--- src/rtl/iddseq_pkg.sv ---
// Shared types for the current-test sequencer.
// Assumes a 4-bit slot counter covers the longest loop (10 slots).
package iddseq_pkg;

    // Command encoding on {ras_n, cas_n, we_n}
    typedef enum logic [2:0] {
        CMD_ACT = 3'b011,
        CMD_RD  = 3'b101,
        CMD_PRE = 3'b010,
        CMD_NOP = 3'b111
    } cmd_e;

    typedef struct packed {
        cmd_e       cmd;
        logic [1:0] bank;
    } slot_t;

    localparam int STEP_W = 4;
    localparam int LFSR_W = 16;

    // Number of slots in one iteration for a workload / speed grade
    function automatic logic [STEP_W-1:0] loop_len(input logic four, input logic fast);
        if (four) return fast ? 4'd10 : 4'd8;
        else      return fast ? 4'd9  : 4'd7;
    endfunction

endpackage

--- src/rtl/iddseq_lfsr.sv ---
// 16-bit Fibonacci LFSR providing random row/column bits.
// Assumes adv is a single-cycle strobe; value is held otherwise.
module iddseq_lfsr #(
    parameter logic [15:0] SEED = 16'hACE1
) (
    input  logic        clk,
    input  logic        rst_n,
    input  logic        adv,
    output logic [15:0] value
);
    logic fb;

    // Feedback taps for x^16 + x^14 + x^13 + x^11 + 1
    always_comb fb = value[15] ^ value[13] ^ value[12] ^ value[10];

    // Shift once per advance strobe
    always_ff @(posedge clk) begin
        if (!rst_n)   value <= SEED;
        else if (adv) value <= {value[14:0], fb};
    end
endmodule

--- src/rtl/iddseq_pattern.sv ---
// Slot decoder: maps (workload, grade, slot, first-iteration) to a command and bank.
// Purely combinational; assumes step is below loop_len for the selected loop.
module iddseq_pattern
    import iddseq_pkg::*;
(
    input  logic              four,
    input  logic              fast,
    input  logic              first,
    input  logic [STEP_W-1:0] step,
    output slot_t             slot
);
    // Select the command for the current slot
    always_comb begin
        slot.cmd  = CMD_NOP;
        slot.bank = 2'd0;
        if (!four) begin
            if (step == 4'd0)                    slot.cmd = CMD_ACT;
            else if (step == (fast ? 4'd3 : 4'd2)) slot.cmd = CMD_RD;
            else if (step == 4'd5)               slot.cmd = CMD_PRE;
        end else if (fast && step == 4'd8) begin
            slot.cmd = CMD_NOP;
        end else if (fast && step == 4'd9) begin
            slot.cmd  = CMD_RD;
            slot.bank = 2'd3;
        end else if (!step[0]) begin
            slot.cmd  = CMD_ACT;
            slot.bank = step[2:1];
        end else if (step == 4'd1 && (fast || first)) begin
            slot.cmd = CMD_NOP;
        end else begin
            slot.cmd  = CMD_RD;
            slot.bank = step[2:1] - 2'd1;
        end
    end
endmodule

--- src/rtl/iddseq_drive.sv ---
// Output stage: registers the command, bank, address and toggle mask of each slot.
// Assumes COL_W <= 10 so the column never overlaps the auto-precharge bit.
module iddseq_drive
    import iddseq_pkg::*;
#(
    parameter int ADDR_W = 13,
    parameter int COL_W  = 10,
    parameter int DATA_W = 64
) (
    input  logic              clk,
    input  logic              rst_n,
    input  logic              issue,
    input  logic              four,
    input  slot_t             slot,
    input  logic [LFSR_W-1:0] rnd,
    output logic              cs_n,
    output logic              ras_n,
    output logic              cas_n,
    output logic              we_n,
    output logic [1:0]        ba,
    output logic [ADDR_W-1:0] addr,
    output logic [DATA_W-1:0] mask
);
    localparam int AP_BIT = 10;
    localparam logic [DATA_W-1:0] HALF_MASK = {(DATA_W/2){2'b01}};

    logic [ADDR_W-1:0] row_a, rd_a, pre_a;

    // Form the row, read and precharge addresses from the random word
    always_comb begin
        row_a = rnd[ADDR_W-1:0];
        pre_a = row_a;
        pre_a[AP_BIT] = 1'b0;
        rd_a = '0;
        rd_a[COL_W-1:0] = rnd[LFSR_W-1 -: COL_W];
        rd_a[AP_BIT] = four;
    end

    // Register one slot per cycle, or idle levels when nothing is issued
    always_ff @(posedge clk) begin
        if (!rst_n) begin
            {cs_n, ras_n, cas_n, we_n} <= 4'hF;
            ba   <= '0;
            addr <= '0;
            mask <= '0;
        end else if (!issue) begin
            {cs_n, ras_n, cas_n, we_n} <= 4'hF;
            mask <= '0;
        end else begin
            cs_n <= (slot.cmd == CMD_NOP);
            {ras_n, cas_n, we_n} <= slot.cmd;
            mask <= four ? {DATA_W{1'b1}} : HALF_MASK;
            case (slot.cmd)
                CMD_ACT: begin addr <= row_a; ba <= slot.bank; end
                CMD_RD:  begin addr <= rd_a;  ba <= slot.bank; end
                CMD_PRE: begin addr <= pre_a; ba <= slot.bank; end
                default: if (!four) begin addr <= ~addr; ba <= ~ba; end
            endcase
        end
    end
endmodule

--- src/rtl/ddr_idd_sequencer.sv ---
// Top: replays fixed command loops for single-bank and four-bank current tests.
// Assumes start_i, mode_four_i and grade_fast_i are synchronous to clk.
module ddr_idd_sequencer
    import iddseq_pkg::*;
#(
    parameter int ADDR_W = 13,
    parameter int COL_W  = 10,
    parameter int DATA_W = 64
) (
    input  logic              clk,
    input  logic              rst_n,
    input  logic              start_i,
    input  logic              mode_four_i,
    input  logic              grade_fast_i,
    output logic              cs_n_o,
    output logic              ras_n_o,
    output logic              cas_n_o,
    output logic              we_n_o,
    output logic [1:0]        ba_o,
    output logic [ADDR_W-1:0] addr_o,
    output logic [DATA_W-1:0] toggle_mask_o
);
    logic              run_q, first_q, four_q, fast_q;
    logic [STEP_W-1:0] step_q;
    logic              cur_four, cur_fast, cur_first, issue, last;
    logic [STEP_W-1:0] cur_step;
    logic [LFSR_W-1:0] rnd;
    slot_t             slot;

    // Choose live or captured loop settings for this cycle
    always_comb begin
        cur_four  = run_q ? four_q  : mode_four_i;
        cur_fast  = run_q ? fast_q  : grade_fast_i;
        cur_step  = run_q ? step_q  : '0;
        cur_first = run_q ? first_q : 1'b1;
        issue     = run_q | start_i;
        last      = (cur_step == loop_len(cur_four, cur_fast) - 4'd1);
    end

    // Run control: capture settings, step slots, stop on iteration boundary
    always_ff @(posedge clk) begin
        if (!rst_n) begin
            run_q <= 1'b0; first_q <= 1'b0; four_q <= 1'b0; fast_q <= 1'b0;
            step_q <= '0;
        end else if (issue) begin
            if (!run_q) begin
                run_q <= 1'b1; first_q <= 1'b1;
                four_q <= mode_four_i; fast_q <= grade_fast_i;
            end
            if (last) begin
                first_q <= 1'b0;
                step_q  <= '0;
                if (!start_i) run_q <= 1'b0;
            end else begin
                step_q <= cur_step + 4'd1;
            end
        end
    end

    iddseq_lfsr u_lfsr (
        .clk(clk), .rst_n(rst_n), .adv(issue & last), .value(rnd)
    );

    iddseq_pattern u_pat (
        .four(cur_four), .fast(cur_fast), .first(cur_first), .step(cur_step), .slot(slot)
    );

    iddseq_drive #(.ADDR_W(ADDR_W), .COL_W(COL_W), .DATA_W(DATA_W)) u_drv (
        .clk(clk), .rst_n(rst_n), .issue(issue), .four(cur_four), .slot(slot), .rnd(rnd),
        .cs_n(cs_n_o), .ras_n(ras_n_o), .cas_n(cas_n_o), .we_n(we_n_o),
        .ba(ba_o), .addr(addr_o), .mask(toggle_mask_o)
    );
endmodule

--- config.mk ---
export PLATFORM = sky130hd
export DESIGN_NAME = ddr_idd_sequencer
export DESIGN_NICKNAME = d
export VERILOG_FILES = /design/src/rtl/iddseq_pkg.sv /design/src/rtl/iddseq_lfsr.sv /design/src/rtl/iddseq_pattern.sv /design/src/rtl/iddseq_drive.sv /design/src/rtl/ddr_idd_sequencer.sv
export SDC_FILE = /design/constraint.sdc
export NUM_CORES = 1
export LEC_CHECK = 0
export BUFFER_PORTS_ARGS = -buffer_cell sky130_fd_sc_hd__buf_2
export CORE_MARGIN = 8
export CORE_UTILIZATION = 54
export CTS_BUF_LIST = sky130_fd_sc_hd__clkbuf_16
export DETAILED_ROUTE_END_ITERATION = 10
export PLACE_DENSITY = 0.85
export SLEW_MARGIN = 20
export SYNTH_ARGS = -nofsm -noshare
export SYNTH_HDL_FRONTEND = slang
export SYNTH_SLANG_ARGS = --single-unit
--- constraint.sdc ---
create_clock -name clk -period 4.35 [get_ports clk]
set_input_delay 0.435 -clock clk [delete_from_list [all_inputs] [get_ports clk]]
set_output_delay 0.435 -clock clk [all_outputs]
set_load 0.01 [all_outputs]
=== Yosys cells after proc, flatten, opt, wreduce, memory -nomap -nowiden ===
Cells that the tools add are included.
W data, S select, Z words.

* Flip-flop bits (word level): 107
* Input bits: 5

* Add/sub/neg operators: 3
* Equality and inequality tests: 12
* Mux-type cells: 28
* Bitwise logic cells: 7
* Reductions and logical operators: 9

{| class="wikitable"
|+ Operator list
! kind !! count
|-
| $mux W64 || 1
|-
| $pmux W13 S3 || 1
|-
| $mux W4 || 4
|-
| $mux W3 || 5
|-
| $mux W2 || 7
|-
| $mux W13 || 1
|-
| $not A13 Y13 || 1
|-
| $mux W5 || 2
|-
| $eq A4 B4 Y1 || 2
|-
| $eq A4 B4 Y1 const B || 2
|-
| $mux W1 || 7
|-
| $eq A3 B2 Y1 const B || 2
|-
| $eq A3 B3 Y1 const B || 2
|-
| $reduce_and A2 Y1 || 3
|-
| $add A4 B1 Y4 const B || 1
|-
| $eq A4 B1 Y1 const B || 1
|-
| $eq A4 B3 Y1 const B || 1
|-
| $logic_not A4 Y1 || 1
|-
| $ne A4 B4 Y1 const B || 1
|-
| $sub A4 B1 Y4 const B || 1
|-
| $logic_and A1 B1 Y1 || 3
|-
| $reduce_or A3 Y1 || 1
|-
| $xor A1 B1 Y1 || 3
|-
| $ne A2 B2 Y1 const B || 1
|-
| 5 further kinds || 5
|}

=== Longest topological paths before layout ===
* Depth after elaboration: 12
* Mapped depth: 10

=== Cells and area by module ===
Synthesis repeated with hierarchy kept, for this count alone.

* Cells, all modules: 339
* Area, all modules: 2922.8 µm²

{| class="wikitable"
|+ By module, submodules not included
! module !! instances !! cells an instance !! area each (µm²) !! sequential area each (µm²)
|-
| iddseq_drive || 1 || 206 || 1666.6 || 420.4
|-
| iddseq_lfsr || 1 || 54 || 630.6 || 320.3
|-
| ddr_idd_sequencer || 1 || 54 || 469.2 || 160.2
|-
| iddseq_pattern || 1 || 25 || 156.4 || 0.0
|}

=== Worst setup path before layout ===
Ideal clock, no wire load.

* Path kind: flip-flop to flip-flop
* Start: register step_q[1]
* End: register u_drv.ba[1]
* Setup time: 0.074 ns
* Arrival time: 2.119 ns
* Slack: 2.157 ns
* Cell stages (with the launch flop): 10
* Path buffers: 2
* Path through: dfxtp_1 > clkbuf_1 > nand2_1 > ha_1 > and4b_2 > nor3_1 > or3_4 > buf_6 > or4_1 > a31oi_1

* Cells in the longest elaborated chain, start to end: 12
* Elaborated cells between the ends (all ways): 29
* Classes of those cells: 1 x add/sub; 9 x eq/ne; 13 x mux; 6 x reduce/logical

{| class="wikitable"
|+ RTL lines
! element !! RTL line !! text
|-
| from (decl) || ddr_idd_sequencer.sv:24 || <nowiki>logic [STEP_W-1:0] step_q;</nowiki>
|-
| from (signal assigned) || ddr_idd_sequencer.sv:55 || <nowiki>step_q <= cur_step + 4'd1;</nowiki>
|-
| $mux W4 * || ddr_idd_sequencer.sv:34 || <nowiki>cur_step = run_q ? step_q : '0;</nowiki>
|-
| $eq A4 B1 Y1 || iddseq_pattern.sv:28 || <nowiki>end else if (step == 4'd1 && (fast || first)) begin</nowiki>
|-
| $logic_and A1 B1 Y1 || iddseq_pattern.sv:28 ||
|-
| $mux W2 || iddseq_pattern.sv:28 ||
|-
| $mux W5 || iddseq_pattern.sv:25 || <nowiki>end else if (!step[0]) begin</nowiki>
|-
| $mux W5 || iddseq_pattern.sv:22 || <nowiki>end else if (fast && step == 4'd9) begin</nowiki>
|-
| $mux W3 || iddseq_pattern.sv:20 || <nowiki>end else if (fast && step == 4'd8) begin</nowiki>
|-
| $mux W3 || iddseq_pattern.sv:16 || <nowiki>if (!four) begin</nowiki>
|-
| $eq A3 B2 Y1 / $eq A3 B3 Y1 (equally long branches) || iddseq_drive.sv:53 || <nowiki>case (slot.cmd)</nowiki>
|-
| $reduce_or A3 Y1 (no line) || - ||
|-
| $ne A2 B2 Y1 (no line) || - ||
|-
| $reduce_and A2 Y1 (no line) || - ||
|-
| to (signal assigned) || iddseq_drive.sv:54 || <nowiki>CMD_ACT: begin addr <= row_a; ba <= slot.bank; end</nowiki>
|-
| to (signal assigned) || iddseq_drive.sv:55 || <nowiki>CMD_RD: begin addr <= rd_a; ba <= slot.bank; end</nowiki>
|-
| to (signal assigned) || iddseq_drive.sv:56 || <nowiki>CMD_PRE: begin addr <= pre_a; ba <= slot.bank; end</nowiki>
|-
| to (decl) || iddseq_drive.sv:20 || <nowiki>output logic [1:0] ba,</nowiki>
|}

Mark *: on every way between the ends. The rest lies on a longest branch, timed or not.
A chain may end at the register's enable or synchronous reset.

=== Final worst setup path ===
* Start: register run_q
* End: register u_drv.addr[8]

* Cells in the longest elaborated chain, start to end: 11
* Elaborated cells between the ends (all ways): 30
* Classes of those cells: 9 x eq/ne; 14 x mux; 1 x bitwise; 6 x reduce/logical

{| class="wikitable"
|+ RTL lines
! element !! RTL line !! text
|-
| from (decl) || ddr_idd_sequencer.sv:23 || <nowiki>logic run_q, first_q, four_q, fast_q;</nowiki>
|-
| from (signal assigned) || ddr_idd_sequencer.sv:43 || <nowiki>run_q <= 1'b0; first_q <= 1'b0; four_q <= 1'b0; fast_q <= 1'b0;</nowiki>
|-
| from (signal assigned) || ddr_idd_sequencer.sv:47 || <nowiki>run_q <= 1'b1; first_q <= 1'b1;</nowiki>
|-
| from (signal assigned) || ddr_idd_sequencer.sv:53 || <nowiki>if (!start_i) run_q <= 1'b0;</nowiki>
|-
| $mux W4, or another cell as far along || ddr_idd_sequencer.sv:34 ||
|-
| $eq A4 B1 Y1 / $logic_or A1 B1 Y1 (equally long branches) || iddseq_pattern.sv:28 ||
|-
| $logic_and A1 B1 Y1 || iddseq_pattern.sv:28 ||
|-
| $mux W2 || iddseq_pattern.sv:28 ||
|-
| $mux W5 || iddseq_pattern.sv:25 ||
|-
| $mux W5 || iddseq_pattern.sv:22 ||
|-
| $mux W3 || iddseq_pattern.sv:20 ||
|-
| $mux W3 || iddseq_pattern.sv:16 ||
|-
| $eq A3 B2 Y1 / $eq A3 B3 Y1 (equally long branches) || iddseq_drive.sv:53 ||
|-
| $ne A4 B4 Y1 (no line) || - ||
|-
| $reduce_and A2 Y1 (no line) || - ||
|-
| to (signal assigned) || iddseq_drive.sv:54 ||
|-
| to (signal assigned) || iddseq_drive.sv:55 ||
|-
| to (signal assigned) || iddseq_drive.sv:56 ||
|-
| to (decl) || iddseq_drive.sv:21 || <nowiki>output logic [ADDR_W-1:0] addr,</nowiki>
|}

Parallel ways exist; a longest one is shown, timed or not.

==> results.md <==
* Vias post-DR at 2,055
* Cell Area, Synth at 2510 sq um
* Worst Hold Class: in2reg
* DR pass1 iterations at 5
* Setup TNS at 0 ns
* Status: finished, final reports clean
* Yosys top cell by area: dfxtp_1
* Antenna violations before repair at 0
* Setup violators final at 0
* Worst Path Arrival at 3.18 ns
* Setup repair bufs after CTS at 0
* Clock Skews at 0.00837 ns
* Sequential element share of the synthesized area at 0.359
* First-iteration detailed-routing DRC count at 292
* Cells after Synth at 292
* Max_slew headroom at 0.476
* Crit path capture type: flop
* Mapped Avg Cell Area at 8.60 sq um
* Metal3 WL at 871 microns
* Final Max Tran Viols at 0
* Metal-1 WL at 2270 microns
* Die H at 84.2 microns
* Multi-input gate area at 1020 sq um
* GP Congestion at 0.839
* H-Tree Depth at 2
* Hold_sp: grade_fast_i
* CORE AREA at 4600 sq um
* Largest net degree at the start of global routing at 33
* Max VDD drop at 0.178 mV
* Synth warn at 0
* Flops & latches, synth at 45
* # port buffers at 87
* R2R depth at 7
* Setup crit start kind: flop
* Routed WL per cell at 15.8 microns
* Max_cap viols at 0
* Dpl hpwl at 4130 microns
* Starting Density at 0.546
* DIE WIDTH at 84.2 microns
* Tcrit/Tclk final at 0.683
* Top Ports at 88
* Syn_nets at 298
* Ranking of synthesized cells by area: dfxtp_1, buf_4, mux2i_1, nand2_1, a221oi_1
* Fin crit period at 2.97 ns
* WHS Endpoint: fast_q
* DIE AREA at 7090 sq um
* Grt ovf at 0
* Cts bufs inserted at 5
* CTS root buffer: clkbuf_16
* Slew @ Worst Pin at 0.786 ns
* Worst R2R Start: run_q
* Register area at 901 sq um
* Cell variety after synth at 41
* First-pass GRT wire length at 9310 microns
* Post-synth top area share at 0.359
* Residual DRC count at 0
* Sink Count at 45
* Prevailing post-synth register cell: dfxtp_1
* Worst-Skew Late Latency at 0.29 ns
* Total track usage at 0.155
* Unrepaired setup endpoints after global routing: false
* Crit-path max FO at 26
* Lkg Pwr at 1.30 nW
* CTS resizes at 0
* Worst path required time at 4.56 ns
* CTS Hold Bufs at 0
* Share of post-route cells with drive strength above 1 at 0.334
* Met2 routed WL at 2480 microns
* Number of core rows at 25
* Post-synth EDFFs at 0
* Clock slew seen by the registers of the worst setup and hold paths at 0.07 ns
* Area Growth Syn to Fin at 3.99%
* Layout Cells excl Fill at 362
* Critical path class: reg2reg
* Vias in the first global route at 1,847
* DR top layer: met4
* Worst Hold Depth at 3
* Most frequent cells after synthesis: buf_4, dfxtp_1, nand2_1
* DRT Wirelength at 5710 microns
* Vias per std cell at 5.68
* Cells after DPL at 354
* Critical R2R Capture: u_drv.addr[8]
* PD cells at 378 nW/um^2
* Reg2reg setup slack at 1.38 ns
* F_max at 337 MHz
* Final nets at 313
* CTS tree: built
* N_diodes at 0
* Antenna viol nets, final at 0
* Async SR Flop Fraction at 0
* Final Hold Fails at 0
* Most common cell in the synthesized netlist: buf_4
* Clock tree buffer depth at 2
* Fill count at 390
where the power goes:
group / switching (mW) / internal (mW) / total (mW)
clock network: 0.159 / 0.214 / 0.372
logic: 0.0900 / 0.0649 / 0.155
registers: 0.0259 / 0.433 / 0.459
cell type report:
cell class / count / area share
flip-flops and latches: 45 / 0.345
repair buffers: 89 / 0.172
clock inverters: 3 / 0.00815
clock buffers: 5 / 0.0479
multi-input cells: 159 / 0.391
well taps: 54 / 0.0259
inverters: 7 / 0.0101
state kept, by name, indices dropped and copies added (netlist names):
| name | count |
|---|---|
| u_drv.mask | 2 |
| u_lfsr.value | 16 |
| first_q | 1 |
| u_drv.cs_n | 1 |
| u_drv.ba | 2 |
| u_drv.cas_n | 1 |
| four_q | 1 |
| run_q | 1 |
| step_q | 4 |
| u_drv.we_n | 1 |
| u_drv.addr | 13 |
| u_drv.ras_n | 1 |
| fast_q | 1 |
stage by stage:
| stage | total power, mW | area, sq um | hold slack [ns] | worst slack (ns) | utilization |
|---|---|---|---|---|---|
| 6_report | 0.986 | 2610 | 0.411 | 1.38 | 0.568 |
| 5_1_grt | 1.03 | 2610 | 0.432 | 1.12 | 0.568 |
| 4_1_cts | 0.992 | 2610 | 0.412 | 1.50 | 0.568 |
| 3_5_place_dp | 0.622 | 2460 | 0.476 | 1.51 | 0.536 |
| 3_3_place_gp | 0.619 | 2460 | 0.465 | 1.58 | 0.536 |
| 2_1_floorplan | 0.603 | 2510 | 0.442 | 2.16 | - |
metal layers:
layer  global-route usage  vias to the layer above
met3               0.0823                        8
met2                0.238                      122
met4               0.0612                        0
met5                    0                        -
met1                0.176                      940
li1                     -                      985
worst max path at each step:
| stage | from | to | slack, ns |
|---|---|---|---|
| floorplan | step_q[1] | u_drv.ba[1] | 2.16 |
| global placement | run_q | u_drv.addr[1] | 1.58 |
| detailed placement | run_q | u_drv.addr[8] | 1.51 |
| CTS | run_q | u_drv.addr[8] | 1.50 |
| global route | run_q | u_drv.addr[0] | 1.12 |
| finish | run_q | u_drv.addr[8] | 1.38 |
cell families after synthesis:
group,after synthesis,share of synthesized area
buffers and inverters,88,0.235
AOI/OAI and AO/OA,50,0.145
muxes,19,0.0762
DFF,45,0.359
and+or+nand+nor,84,0.162
adders and majority gates,1,0.00498
xor gates and xnor gates,5,0.0174
placed cells by master, fill, tap and decap left out, types with 4 or more instances in the layout:
cell	instances
xnor2_1	5
clkbuf_16	5
a21oi_1	7
a221oi_1	12
a22oi_1	13
nor2_1	19
buf_2	87
nand3_1	4
or3_1	13
mux2i_1	18
dfxtp_1	45
inv_1	7
nand2_1	31
worst max-delay path, stage by stage, from the launching register on:
cell      delay [ns]
dfxtp_1         0.62
nand2_1         0.18
ha_1            0.28
and4b_2         0.25
a311oi_1        0.43
or2_1           0.70
a221oi_1        0.25
a22oi_1         0.18
Power figures use the tool's default switching activity.
